$ cat src/rtl/abd_pkg.sv
package abd_pkg;

  typedef enum logic [1:0] {
    ST_IDLE,
    ST_MEAS,
    ST_SEND,
    ST_DONE
  } abdState_e;

  // Strobes from control to the datapath
  typedef struct packed {
    logic clrMeas;
    logic runMeas;
    logic loadDiv;
    logic txRun;
  } abdStrobe_t;

  // Events from the datapath back to control
  typedef struct packed {
    logic fallEdge;
    logic riseEdge;
    logic cntOvf;
    logic txDone;
  } abdStatus_t;

endpackage

$ cat src/rtl/abd_ctrl.sv
module abd_ctrl
  import abd_pkg::*;
(
  input  logic       clk,
  input  logic       rstN,
  input  abdStatus_t stat,
  output abdStrobe_t strobe
);

  abdState_e stateQ, stateD;

  always_comb begin
    stateD = stateQ;
    unique case (stateQ)
      ST_IDLE: if (stat.fallEdge) stateD = ST_MEAS;
      ST_MEAS: begin
        // a closing edge wins over a simultaneous overflow
        if (stat.riseEdge)    stateD = ST_SEND;
        else if (stat.cntOvf) stateD = ST_IDLE;
      end
      ST_SEND: if (stat.txDone) stateD = ST_DONE;
      ST_DONE: stateD = ST_DONE;
      default: stateD = ST_IDLE;
    endcase
  end

  always_ff @(posedge clk or negedge rstN) begin
    if (!rstN) stateQ <= ST_IDLE;
    else       stateQ <= stateD;
  end

  always_comb begin
    strobe.clrMeas = (stateQ == ST_IDLE);
    strobe.runMeas = (stateQ == ST_MEAS);
    strobe.loadDiv = (stateQ == ST_MEAS) && stat.riseEdge;
    strobe.txRun   = (stateQ == ST_SEND);
  end

endmodule

$ cat src/rtl/abd_meas.sv
module abd_meas
  import abd_pkg::*;
#(
  parameter int CNT_W   = 16,
  parameter int BR_W    = 11,
  parameter int PRE_DIV = 8,
  parameter int OSR_LOG = 4,
  localparam int FD_W   = OSR_LOG + 1
) (
  input  logic             clk,
  input  logic             rstN,
  input  logic             rxIn,
  input  abdStrobe_t       strobe,
  output logic             fallEdge,
  output logic             riseEdge,
  output logic             cntOvf,
  output logic [CNT_W-1:0] timerVal,
  output logic [BR_W-1:0]  brInt,
  output logic [FD_W-1:0]  fracSel,
  output logic             locked
);

  localparam int PRE_W = (PRE_DIV > 1) ? $clog2(PRE_DIV) : 1;
  localparam logic [PRE_W-1:0] PRE_LAST  = PRE_W'(PRE_DIV - 1);
  localparam logic [PRE_W-1:0] PRE_FIRST = PRE_W'(1);
  localparam int HI_W = CNT_W - OSR_LOG;

  logic [1:0]       syncQ;
  logic             lineQ;
  logic [PRE_W-1:0] preQ;
  logic [CNT_W-1:0] cntQ;
  logic [BR_W-1:0]  brNext;
  logic [FD_W-1:0]  fdNext;
  logic [CNT_W-1:0] timerQ;
  logic [BR_W-1:0]  brQ;
  logic [FD_W-1:0]  fdQ;
  logic             lockQ;

  // two-flop synchroniser plus one delayed copy for edge detection
  always_ff @(posedge clk or negedge rstN) begin
    if (!rstN) begin
      syncQ <= 2'b11;
      lineQ <= 1'b1;
    end else begin
      syncQ <= {syncQ[0], rxIn};
      lineQ <= syncQ[1];
    end
  end

  assign fallEdge = lineQ & ~syncQ[1];
  assign riseEdge = ~lineQ & syncQ[1];

  // prescaled timer; prescaler preloads to one so the count is floor(D/PRE_DIV)
  always_ff @(posedge clk or negedge rstN) begin
    if (!rstN) begin
      preQ <= '0;
      cntQ <= '0;
    end else if (strobe.clrMeas) begin
      preQ <= PRE_FIRST;
      cntQ <= '0;
    end else if (strobe.runMeas && !riseEdge) begin
      preQ <= preQ + PRE_W'(1);
      if (preQ == PRE_LAST) cntQ <= cntQ + CNT_W'(1);
    end
  end

  assign cntOvf = strobe.runMeas && (preQ == PRE_LAST) && (&cntQ);

  // integer reload: count / OSR, saturated when it does not fit
  generate
    if (HI_W > BR_W) begin : g_sat
      logic [HI_W-1:0] hiBits;
      assign hiBits = cntQ[CNT_W-1:OSR_LOG];
      assign brNext = (|hiBits[HI_W-1:BR_W]) ? '1 : hiBits[BR_W-1:0];
    end else begin : g_ext
      assign brNext = BR_W'(cntQ[CNT_W-1:OSR_LOG]);
    end
  endgenerate

  assign fdNext = {cntQ[OSR_LOG-1:0], 1'b0};

  always_ff @(posedge clk or negedge rstN) begin
    if (!rstN) begin
      timerQ <= '0;
      brQ    <= '0;
      fdQ    <= '0;
      lockQ  <= 1'b0;
    end else if (strobe.loadDiv) begin
      timerQ <= cntQ;
      brQ    <= brNext;
      fdQ    <= fdNext;
      lockQ  <= 1'b1;
    end
  end

  assign timerVal = timerQ;
  assign brInt    = brQ;
  assign fracSel  = fdQ;
  assign locked   = lockQ;

endmodule

$ cat src/rtl/abd_tx.sv
module abd_tx #(
  parameter int BR_W           = 11,
  parameter int OSR_LOG        = 4,
  parameter logic [7:0] ACK_BYTE = 8'h55,
  localparam int FD_W          = OSR_LOG + 1
) (
  input  logic            clk,
  input  logic            rstN,
  input  logic            txRun,
  input  logic [BR_W-1:0] brInt,
  input  logic [FD_W-1:0] fracSel,
  output logic            txDone,
  output logic            txOut
);

  localparam int FRAME_LEN = 10;
  localparam int IDX_W     = $clog2(FRAME_LEN);
  localparam logic [FRAME_LEN-1:0] FRAME = {1'b1, ACK_BYTE, 1'b0};
  localparam logic [IDX_W-1:0] IDX_LAST  = IDX_W'(FRAME_LEN - 1);

  logic [BR_W-1:0]    tickCntQ;
  logic [FD_W-1:0]    accQ;
  logic [OSR_LOG-1:0] osQ;
  logic [IDX_W-1:0]   idxQ;
  logic [FD_W:0]      accSum;
  logic [BR_W-1:0]    brEff;
  logic [BR_W-1:0]    reload;
  logic               tick;
  logic               bitEnd;

  assign tick   = txRun && (tickCntQ == '0);
  assign accSum = {1'b0, accQ} + {1'b0, fracSel};
  assign brEff  = (brInt == '0) ? BR_W'(1) : brInt;
  assign reload = brEff - BR_W'(1) + BR_W'(accSum[FD_W]);
  assign bitEnd = tick && (&osQ);
  assign txDone = bitEnd && (idxQ == IDX_LAST);

  always_ff @(posedge clk or negedge rstN) begin
    if (!rstN) begin
      tickCntQ <= '0;
      accQ     <= '0;
      osQ      <= '0;
      idxQ     <= '0;
    end else if (!txRun) begin
      tickCntQ <= '0;
      accQ     <= '0;
      osQ      <= '0;
      idxQ     <= '0;
    end else if (tick) begin
      tickCntQ <= reload;
      accQ     <= accSum[FD_W-1:0];
      osQ      <= osQ + OSR_LOG'(1);
      if (bitEnd) idxQ <= idxQ + IDX_W'(1);
    end else begin
      tickCntQ <= tickCntQ - BR_W'(1);
    end
  end

  assign txOut = txRun ? FRAME[idxQ] : 1'b1;

endmodule

$ cat src/rtl/autobaud_detect.sv
module autobaud_detect
  import abd_pkg::*;
#(
  parameter int CNT_W            = 16,
  parameter int BR_W             = 11,
  parameter int PRE_DIV          = 8,
  parameter logic [7:0] ACK_BYTE = 8'h55,
  localparam int OSR_LOG         = 4,
  localparam int FD_W            = OSR_LOG + 1
) (
  input  logic             clk,
  input  logic             rstN,
  input  logic             rxIn,
  output logic [CNT_W-1:0] timerVal,
  output logic [BR_W-1:0]  brInt,
  output logic [FD_W-1:0]  fracSel,
  output logic             locked,
  output logic             txOut
);

  abdStrobe_t strobe;
  abdStatus_t stat;
  logic       fallEdge, riseEdge, cntOvf, txDone;

  assign stat = '{fallEdge: fallEdge, riseEdge: riseEdge, cntOvf: cntOvf, txDone: txDone};

  abd_ctrl u_ctrl (
    .clk    (clk),
    .rstN   (rstN),
    .stat   (stat),
    .strobe (strobe)
  );

  abd_meas #(
    .CNT_W   (CNT_W),
    .BR_W    (BR_W),
    .PRE_DIV (PRE_DIV),
    .OSR_LOG (OSR_LOG)
  ) u_meas (
    .clk      (clk),
    .rstN     (rstN),
    .rxIn     (rxIn),
    .strobe   (strobe),
    .fallEdge (fallEdge),
    .riseEdge (riseEdge),
    .cntOvf   (cntOvf),
    .timerVal (timerVal),
    .brInt    (brInt),
    .fracSel  (fracSel),
    .locked   (locked)
  );

  abd_tx #(
    .BR_W     (BR_W),
    .OSR_LOG  (OSR_LOG),
    .ACK_BYTE (ACK_BYTE)
  ) u_tx (
    .clk     (clk),
    .rstN    (rstN),
    .txRun   (strobe.txRun),
    .brInt   (brInt),
    .fracSel (fracSel),
    .txDone  (txDone),
    .txOut   (txOut)
  );

endmodule

$ cat config.mk
export PLATFORM = sky130hd
export DESIGN_NAME = autobaud_detect
export DESIGN_NICKNAME = d
export VERILOG_FILES = /design/src/rtl/abd_pkg.sv /design/src/rtl/abd_ctrl.sv /design/src/rtl/abd_meas.sv /design/src/rtl/abd_tx.sv /design/src/rtl/autobaud_detect.sv
export SDC_FILE = /design/constraint.sdc
export NUM_CORES = 1
export LEC_CHECK = 0
export CORE_MARGIN = 2
export CORE_UTILIZATION = 60
export DETAILED_ROUTE_END_ITERATION = 10
export DONT_BUFFER_PORTS = 1
export GPL_TIMING_DRIVEN = 0
export PLACE_DENSITY_LB_ADDON = 0.05
export SYNTH_ARGS = -nofsm -noshare
export SYNTH_HDL_FRONTEND = slang
export SYNTH_SLANG_ARGS = --single-unit
$ cat constraint.sdc
create_clock -name clk -period 3.4 [get_ports clk]
set_input_delay 0.34 -clock clk [delete_from_list [all_inputs] [get_ports clk]]
set_output_delay 0.34 -clock clk [all_outputs]
set_load 0.02 [all_outputs]
==> results.yml <==
yosys:
  syn_nets: 397
  async_flop_share_pct: 100
  synth_edf_count: 0
  synth.ff_latch_count: 75
  synth-main-ff-cell: "dfrtp_1"
  synth_cell_types: 56
  syn_avg_cell_area_um2: 10.2
  syn_area_um2: 3880
  yosys_warnings: 0
  synthesis.instances: 379
  ys_seq_area_share_pct: 48.4
timing:
  rsz0062_at_grt: "false"
  hold_violations: 0
  hold_ws_ns: 0.360
  period_share_pct: 90.5
  finalClockSkew_ns: 0.00923
  tightest_slew_ns: 0.632
  slew_violations: 0
  finalCriticalPeriod_ns: 3.08
  slew_headroom_pct: 57.6
  setup_viol: 0
  max_freq_ghz: 0.325
  setup_tns_ns: 0
drt:
  route.met3.wl_um: 337
  wl_met2_um: 4320
  routed.top_layer: "met4"
  drt_iter0_markers: 163
  postRouteAntennaNets: 0
  wl_met1_um: 3610
  vias_per_cell: 6.14
  first_pass_iters: 4
  wirelength_um: 8400
  drc: 0
  num_vias: 2918
  wl_per_cell_um: 17.7
status:
  status: "complete, no violations"
global_routing:
  antenna_found_initial: 0
  grt_pass1_vias: 2821
  grt_pass1_wl_um: 13700
  grt.total_usage_pct: 24.4
  grt_overflow: 0
  grt_max_degree: 76
die:
  dieArea_um2: 7130
  die_w_um: 84.4
  die_h_um: 84.4
  pin_count: 37
  rows: 29
  core-area_um2: 6310
  initial_utilization_pct: 61.5
critical_path:
  cp.arrival_ns: 3.33
  start_kind: "flip-flop"
  reg2reg_to: "u_tx.tickCntQ[10]"
  ff2ff_path_depth: 10
  rrSetupSlack_ns: 0.32
  r2r_start: "u_meas.timerVal[0]"
  crit_path_end_kind: "flip-flop"
  cp_max_fo: 4
  critPathRequiredTime_ns: 3.65
  critical_path_class: "reg2reg"
cells_and_area:
  final_core_util_pct: 67.9
  nets: 411
  syn_to_final_growth_pct: 10.4
  layout-drive-gt1-share_pct: 15.6
  n_antenna_cell: 0
clocking:
  cts-htree-levels: 3
  cts_sinks: 75
  cts_tree: "done"
  root_buffer: "clkbuf_8"
  cts_resized: 0
  clock_path_buffers: 2
  clk_latency_ns: 0.35
  numCtsBuffers: 9
  path_clk_slew_ns: 0.08
place:
  port_buffers: 0
  place.gp.congestion: 0.814
  post-dp-hpwl_um: 5700
power:
  power_density_nw_per_um2: 729
  leakagePower_uw: 0.00188
  total_power_uw: 3120
  ir_worst_vdd_v: 0.000467
hold_path:
  hp-class: "reg2reg"
  worstHoldStart: "u_meas.syncQ[0]"
  min_to: "u_meas.syncQ[1]"
  holdPathStages: 0
run:
  maxCapViolCount: 0
kinds of logic after synthesis:
kind of cell               count (synthesis)  share of synthesized area [%]
xor gates and xnor gates                  21                           4.74
AOI/OAI and AO/OA                         85                           14.4
buffers and inverters                     31                           3.96
muxes                                     16                           4.64
DFF                                       75                           48.4
and+or+nand+nor                          135                           18.7
adders and majority gates                 15                           5.03
other                                      1                         0.0966
timing repair:
action,in CTS,in global routing
setup buffers,0,0
hold buffers,3,0
endpoints found under the hold margin,76,0
stage by stage:
step                setup WS (ns)  instances  instance area, um^2
finish                      0.324        475                 4290
global route                0.119        475                 4290
CTS                         0.315        475                 4290
detailed placement          0.332        456                 3980
global placement            0.409        456                 3980
floorplan                   0.686        379                 3880
Yosys cell counts (2+ instances only):
library cell	instances	area, um^2
nand2b_1	5	31.3
dfstp_2	3	78.8
nor3b_1	3	22.5
xor2_1	9	78.8
a211oi_2	2	25.0
a41oi_1	2	17.5
a21oi_1	30	150
nor2b_1	2	12.5
o22ai_1	4	25.0
a21o_1	2	15.0
or2_0	2	12.5
dfrtp_1	72	1800
xnor2_1	12	105
buf_2	6	30.0
o211a_1	2	20.0
a311oi_1	2	17.5
ha_1	14	175
and3_1	4	25.0
nor2_1	42	158
a41o_1	2	20.0
and4_1	3	26.3
or2_2	2	12.5
a211oi_1	3	22.5
o41ai_1	2	17.5
nor3_1	4	20.0
o21ai_0	13	65.1
or3_1	5	31.3
nor4_1	5	31.3
or4_1	8	60.1
a22o_1	5	43.8
nand3_1	12	60.1
mux2_2	16	180
buf_4	6	45.0
nand4_1	5	31.3
inv_1	9	33.8
clkbuf_1	8	30.0
o31ai_1	9	67.6
nand2_1	24	90.1
a31oi_1	3	18.8
how the worst max path moves through the flow:
stage | start | endpoint | slack [ns] | depth (start not counted)
after floorplan | u_meas.timerVal[0] | u_tx.tickCntQ[10] | 0.69 | 10
after global placement | u_meas.timerVal[0] | u_tx.tickCntQ[10] | 0.41 | 10
after detailed placement | u_meas.timerVal[0] | u_tx.tickCntQ[10] | 0.33 | 10
after CTS | u_meas.timerVal[0] | u_tx.tickCntQ[10] | 0.32 | 10
after global routing | u_meas.timerVal[0] | u_tx.tickCntQ[10] | 0.12 | 10
final | u_meas.timerVal[0] | u_tx.tickCntQ[10] | 0.32 | 10
state kept, by name (all words and copies together) (netlist names), 3 cells and up:
| signal | count |
|---|---|
| u_meas.cntQ | 16 |
| u_meas.timerVal | 16 |
| u_meas.brInt | 11 |
| u_tx.tickCntQ | 11 |
| u_tx.accQ | 4 |
| u_tx.idxQ | 4 |
| u_tx.osQ | 4 |
| u_meas.preQ | 3 |
power by group:
part	internal, uW	leakage [uW]	total (uW)	switching, uW
sequential	1030	0.000985	1300	272
clock	547	0.000133	879	333
combinational	385	0.000763	941	557
total	1960	0.00188	3120	1160
cell type report:
class | instances | area [um^2]
Sequential cell | 75 | 1880
Multi-Input combinational cell | 273 | 1850
Buffer | 22 | 120
Timing Repair Buffer | 3 | 47.5
Fill cell | 495 | 2030
Inverter | 9 | 33.8
Clock inverter | 4 | 95.1
Clock buffer | 12 | 165
Tap cell | 77 | 96.3
critical path: stages, from the launching register on:
cell	delay [ns]
dfrtp_1	0.49
ha_1	0.28
fa_1	0.41
a21o_1	0.18
a21oi_1	0.14
ha_1	0.20
ha_1	0.19
nor3b_1	0.54
nand3_1	0.18
xnor2_1	0.17
o211a_1	0.21
placed cells by master, fill, tap and decap left out, drive strengths merged, types with 12 or more instances in the layout:
cell     n
dfrtp   72
nor2    44
a21oi   30
nand2   24
clkbuf  20
mux2    16
buf     15
ha      14
o21ai   13
xnor2   12
nand3   12
layer usage:
layer	GRT usage [%]	vias up
met5	0	-
met4	9.81	0
met3	4.92	15
met2	41.3	63
met1	31.0	1446
li1	-	1394
No activity file was read; power rests on OpenSTA's default activity.
